**src/rtl/mbx_status_pkg.sv**
```systemverilog
package mbx_status_pkg;
    localparam int unsigned NUM_MBX    = 16;
    localparam int unsigned ADDR_W     = 2;
    localparam logic [1:0]  A_DATA     = 2'd0;
    localparam logic [1:0]  A_RMT      = 2'd1;
    localparam logic [1:0]  A_UNREAD   = 2'd2;
    localparam logic [1:0]  A_MASK     = 2'd3;

    typedef struct packed {
        logic data;
        logic rmt;
        logic unread;
    } mbx_bits_t;
endpackage

```
**src/rtl/mbx_status_slice.sv**
```systemverilog
module mbx_status_slice
    import mbx_status_pkg::*;
(
    input  logic clk,
    input  logic rst_n,
    input  logic rx_evt,
    input  logic rx_remote,
    input  logic is_tx,
    input  logic clr_data,
    input  logic clr_rmt,
    input  logic clr_unread,
    output logic data_o,
    output logic rmt_o,
    output logic unread_o
);
    mbx_bits_t st_d, st_q;
    logic set_data, set_rmt, set_unread;

    always_comb begin
        set_data   = rx_evt && !rx_remote && !is_tx;
        set_rmt    = rx_evt && rx_remote;
        set_unread = rx_evt && !is_tx && (st_q.data || st_q.rmt);
        st_d = st_q;
        if (clr_data)   st_d.data   = 1'b0;
        if (clr_rmt)    st_d.rmt    = 1'b0;
        if (clr_unread) st_d.unread = 1'b0;
        if (set_data)   st_d.data   = 1'b1;
        if (set_rmt)    st_d.rmt    = 1'b1;
        if (set_unread) st_d.unread = 1'b1;
    end

    always_ff @(posedge clk) begin
        if (!rst_n) st_q <= '0;
        else        st_q <= st_d;
    end

    assign data_o   = st_q.data;
    assign rmt_o    = st_q.rmt;
    assign unread_o = st_q.unread;

    p_data_set_r2: assert property (@(posedge clk) disable iff (!rst_n)
        (rx_evt && !rx_remote && !is_tx) |=> data_o);
    p_rmt_set_r2: assert property (@(posedge clk) disable iff (!rst_n)
        (rx_evt && rx_remote) |=> rmt_o);
    p_unread_cause_r3: assert property (@(posedge clk) disable iff (!rst_n)
        $rose(unread_o) |-> $past(rx_evt && (data_o || rmt_o)));
    p_tx_no_unread_r4: assert property (@(posedge clk) disable iff (!rst_n)
        $rose(unread_o) |-> $past(!is_tx));
    p_zero_write_keeps_r5: assert property (@(posedge clk) disable iff (!rst_n)
        (unread_o && !clr_unread) |=> unread_o);
    p_set_beats_clear_r6: assert property (@(posedge clk) disable iff (!rst_n)
        (rx_evt && !is_tx && (data_o || rmt_o) && clr_unread) |=> unread_o);
endmodule

```
**src/rtl/mbx_irq_reduce.sv**
```systemverilog
module mbx_irq_reduce #(
    parameter int unsigned N = 16
) (
    input  logic [N-1:0] unread,
    input  logic [N-1:0] mask,
    output logic         irq
);
    assign irq = |(unread & ~mask);
endmodule

```
**src/rtl/mbx_rx_overrun_tracker.sv**
```systemverilog
module mbx_rx_overrun_tracker
    import mbx_status_pkg::*;
#(
    parameter int unsigned N_MBX = NUM_MBX
) (
    input  logic              clk,
    input  logic              rst_n,
    input  logic [N_MBX-1:0]  rx_evt,
    input  logic [N_MBX-1:0]  rx_remote,
    input  logic [N_MBX-1:0]  mbx_is_tx,
    input  logic              cpu_wr,
    input  logic [ADDR_W-1:0] cpu_addr,
    input  logic [N_MBX-1:0]  cpu_wdata,
    output logic [N_MBX-1:0]  cpu_rdata,
    output logic [N_MBX-1:0]  data_pend,
    output logic [N_MBX-1:0]  rmt_pend,
    output logic [N_MBX-1:0]  unread,
    output logic              irq
);
    logic [N_MBX-1:0] clr_data, clr_rmt, clr_unread;
    logic [N_MBX-1:0] mask_d, mask_q;

    always_comb begin
        clr_data   = (cpu_wr && cpu_addr == A_DATA)   ? cpu_wdata : '0;
        clr_rmt    = (cpu_wr && cpu_addr == A_RMT)    ? cpu_wdata : '0;
        clr_unread = (cpu_wr && cpu_addr == A_UNREAD) ? cpu_wdata : '0;
        mask_d     = (cpu_wr && cpu_addr == A_MASK)   ? cpu_wdata : mask_q;
    end

    always_ff @(posedge clk) begin
        if (!rst_n) mask_q <= '0;
        else        mask_q <= mask_d;
    end

    for (genvar g = 0; g < N_MBX; g++) begin : g_mbx
        mbx_status_slice u_slice (
            .clk        (clk),
            .rst_n      (rst_n),
            .rx_evt     (rx_evt[g]),
            .rx_remote  (rx_remote[g]),
            .is_tx      (mbx_is_tx[g]),
            .clr_data   (clr_data[g]),
            .clr_rmt    (clr_rmt[g]),
            .clr_unread (clr_unread[g]),
            .data_o     (data_pend[g]),
            .rmt_o      (rmt_pend[g]),
            .unread_o   (unread[g])
        );
    end

    mbx_irq_reduce #(.N(N_MBX)) u_irq (
        .unread (unread),
        .mask   (mask_q),
        .irq    (irq)
    );

    always_comb begin
        unique case (cpu_addr)
            A_DATA:   cpu_rdata = data_pend;
            A_RMT:    cpu_rdata = rmt_pend;
            A_UNREAD: cpu_rdata = unread;
            default:  cpu_rdata = mask_q;
        endcase
    end

    p_mask_hold_r7: assert property (@(posedge clk) disable iff (!rst_n)
        !(cpu_wr && cpu_addr == A_MASK) |=> $stable(mask_q));
    p_irq_needs_unread_r7: assert property (@(posedge clk) disable iff (!rst_n)
        irq |-> (unread != '0));
endmodule

```
**config.mk**
```make
export PLATFORM = sky130hd
export DESIGN_NAME = mbx_rx_overrun_tracker
export DESIGN_NICKNAME = d
export VERILOG_FILES = /design/src/rtl/mbx_status_pkg.sv /design/src/rtl/mbx_status_slice.sv /design/src/rtl/mbx_irq_reduce.sv /design/src/rtl/mbx_rx_overrun_tracker.sv
export SDC_FILE = /design/constraint.sdc
export NUM_CORES = 1
export LEC_CHECK = 0
export BUFFER_PORTS_ARGS = -buffer_cell sky130_fd_sc_hd__buf_4
export CAP_MARGIN = 0
export CORE_UTILIZATION = 25
export CTS_BUF_LIST = sky130_fd_sc_hd__clkbuf_8 sky130_fd_sc_hd__clkbuf_16
export DETAILED_ROUTE_END_ITERATION = 10
export PLACE_DENSITY = 0.47
export SETUP_SLACK_MARGIN = 0.5
export SYNTH_ARGS = -nofsm -noshare
export SYNTH_HDL_FRONTEND = slang
export SYNTH_HIERARCHICAL = 1
export SYNTH_SLANG_ARGS = --single-unit
```
**constraint.sdc**
```tcl
create_clock -name clk -period 1.2 [get_ports clk]
set_input_delay 0 -clock clk [delete_from_list [all_inputs] [get_ports clk]]
set_output_delay 0 -clock clk [all_outputs]
set_load 0.1 [all_outputs]
```
==> results.yml <==
outcome:
  status: "complete, but fails checks"
  violations: "DRC, hold timing, setup timing"
cts:
  clk_latency_ns: 0.34
  clk_pin_slew_ns: 0.05
  cts_hold_buf: 54
  htree_levels: 3
  cts.sinks: 64
  cts_tree: "yes"
  cts_made_buffers: 9
  root_buffer: "clkbuf_16"
  cts_buffer_depth: 2
route:
  avgViaCountPerCell: 4.40
  wl_um: 12400
  vias: 3556
  ant_nets: 0
  routedWlPerCell_um: 15.4
  first_pass_iters: 9
  detail_route.iter0.violations: 124
  drc: 7
finish:
  finalCoreUtilization_pct: 51.7
  fin_cells: 809
  area_growth_syn_to_layout_pct: 99.8
  nets: 689
  num_antenna_cells: 0
  drive_gt1_share_pct: 57.1
worst_hold_path:
  hp-class: "in -> reg"
  min_from: "mbx_is_tx[10]"
  hold_end: "g_mbx[10].u_slice/unread_o"
  hold_depth: 4
placement:
  dp.cells: 705
  hpwl_um: 8220
  port_buffers: 133
  place.gp.congestion: 0.741
grt:
  grt-ovfl-total: 0
  grt_pass1_wl_um: 19400
  antenna_found_initial: 0
  grt_pass1_vias: 3661
  grt_usage_pct: 16.0
  grt_start_max_net_pins: 81
power:
  p_comb_share_pct: 37.6
  p_switching_mw: 2.63
  p_sw_share_pct: 34.9
  p_int_mw: 4.90
  finalPower_mw: 7.53
  power_density_nw_per_um2: 992
  clkPwrFrac_pct: 31.3
  vdd_ir_drop_max_mv: 0.630
  pwr-share-seq_pct: 31.1
  p_leak_nw: 3.13
worst_setup_path:
  cp-start-kind: "register"
  cp.arrival_ns: 1.68
  cp_max_fo: 2
  worstReg2RegStart: "g_mbx[9].u_slice/unread_o"
  timing.rr.end: "g_mbx[9].u_slice/unread_o"
  reg2regPathDepth: 5
  regToRegSetupSlack_ns: 0.33
  cp-end-kind: "output port"
  cp.required_ns: 1.20
  crit_type: "reg -> out"
synth:
  syn_nets: 442
  yosys.area.top_type: "dfxtp_1"
  syn_inst: 373
  synth.area.top_cells: "dfxtp_1 34%, nor2b_4 13%, and2_1 7.9%"
  yosysSeqAreaShare_pct: 33.7
  synth-seq-cells: 64
  yosysTopAreaCellShare_pct: 33.7
  netlist-cell-type-count: 25
  syn_area_um2: 3800
  avgSynthCellArea_um2: 10.2
  yosys_warnings: 6
sta:
  setup_ws_ns: -0.485
  hold_ws_ns: -0.0742
  rsz0062_at_grt: "yes"
  min_period_ns: 1.68
  finalHoldViolations: 9
  finalCritPeriodShare_pct: 140
  fin_setup_tns_ns: -4.00
  worst_slew_pin_slew_ns: 0.380
  skew_ns: 0.00408
  relSlewSlack_pct: 74.6
  drv_slew: 0
  fmax_mhz: 594
  final-setup-viol-count: 17
floorplan:
  dieWidth_um: 125
  ios: 134
  core_um2: 14700
  start_util_pct: 25.9
  dieArea_um2: 15700
  rows: 44
  die_y_um: 125
job:
  max_cap_viol_count: 0
-- per-layer routing --
metal	up-vias	share of wire, %	global-route usage (%)
li1	1772	-	-
met1	1675	43	19.2
met2	90	50	27.6
met3	19	4.4	3.12
met4	0	2.3	7.60
met5	-	0	0
-- cells by family (layout without fill, tap and decap cells) --
| logic type | after synthesis | count (layout) | synth area share (%) |
|---|---|---|---|
| AO/OA/AOI/OAI | 68 | 68 | 13.2 |
| buffers and inverters | 16 | 268 | 2.73 |
| flip-flops | 64 | 64 | 33.7 |
| multiplexers | 32 | 32 | 14.3 |
| AND/OR/NAND/NOR | 193 | 193 | 36.1 |
-- cell usage after synthesis, drive strengths merged --
master,instances
and3b,2
nand2b,32
nand2,48
a2111oi,4
a21boi,32
dfxtp,64
nor2b,60
clkbuf,6
o21ai,16
inv,4
and2,48
nor3b,1
mux2i,16
and3,1
o21a,16
buf,6
nand4,1
mux4,16
-- how the worst max path moves through the flow --
stage	start	end	slack, ns	cells after the start
after floorplan	g_mbx[7].u_slice/unread_o	irq	-0.67	3
after global placement	g_mbx[0].u_slice/unread_o	irq	-0.19	5
after detailed placement	g_mbx[0].u_slice/unread_o	irq	-0.18	5
after CTS	g_mbx[14].u_slice/unread_o	irq	-0.50	5
after global routing	g_mbx[14].u_slice/unread_o	irq	-0.55	5
final	g_mbx[14].u_slice/unread_o	irq	-0.48	5
-- per-stage QoR --
step | area (um^2) | setup slack [ns]
final | 7590 | -0.485
after global routing | 7590 | -0.553
after floorplan | 4010 | -0.665
after global placement | 5330 | -0.188
after detailed placement | 5330 | -0.179
after CTS | 7130 | -0.503
-- final cells by class --
| class | instances | area (um^2) |
|---|---|---|
| Clock buffer | 10 | 239 |
| Clock inverter | 6 | 22.5 |
| Fill cell | 1284 | 7110 |
| Inverter | 4 | 15.0 |
| Multi-Input combinational cell | 293 | 2600 |
| Sequential cell | 64 | 1470 |
| Tap cell | 184 | 230 |
| Timing Repair Buffer | 248 | 3010 |
-- timing repair --
| item | 4_1_cts | 5_1_grt |
|---|---|---|
| buffers inserted | 10 | 24 |
| hold endpoints to repair | 63 | 9 |
| setup endpoints to repair | 119 | 119 |
| pin swaps | 7 | 18 |
| gates resized for setup | 228 | 69 |
-- placed cells by master, fill, tap and decap left out, types with 26 or more instances in the layout --
| cell type | synthesis | layout |
|---|---|---|
| nand2_1 | 48 | 46 |
| nor2b_4 | 35 | 46 |
| nand2b_1 | 32 | 26 |
| buf_6 | 2 | 49 |
| dfxtp_4 | 0 | 48 |
| dlygate4sd3_1 | 0 | 52 |
| buf_4 | 2 | 79 |
| and2_1 | 48 | 47 |
| buf_12 | 1 | 66 |
| a21boi_1 | 16 | 28 |
-- sequential cells by signal, summed over array words and instances (netlist names) --
signal,count
mask_q,16
g_mbx.u_slice/unread_o,16
g_mbx.u_slice/rmt_o,16
g_mbx.u_slice/data_o,16
-- power by group through the flow --
stage	clock [mW]	combinational [mW]	sequential, mW
2_1_floorplan	0	0.849	2.97
3_3_place_gp	0	2.10	2.34
3_5_place_dp	0	2.11	2.35
4_1_cts	2.45	2.67	2.34
5_1_grt	2.53	2.95	2.36
6_report	2.36	2.83	2.34
-- critical path: stages, from the launching register on --
cell,delay [ns]
dfxtp_4,0.33
nor2b_4,0.13
a2111oi_4,0.32
buf_4,0.16
nand4_1,0.17
buf_12,0.23
Power figures use the tool's default switching activity.
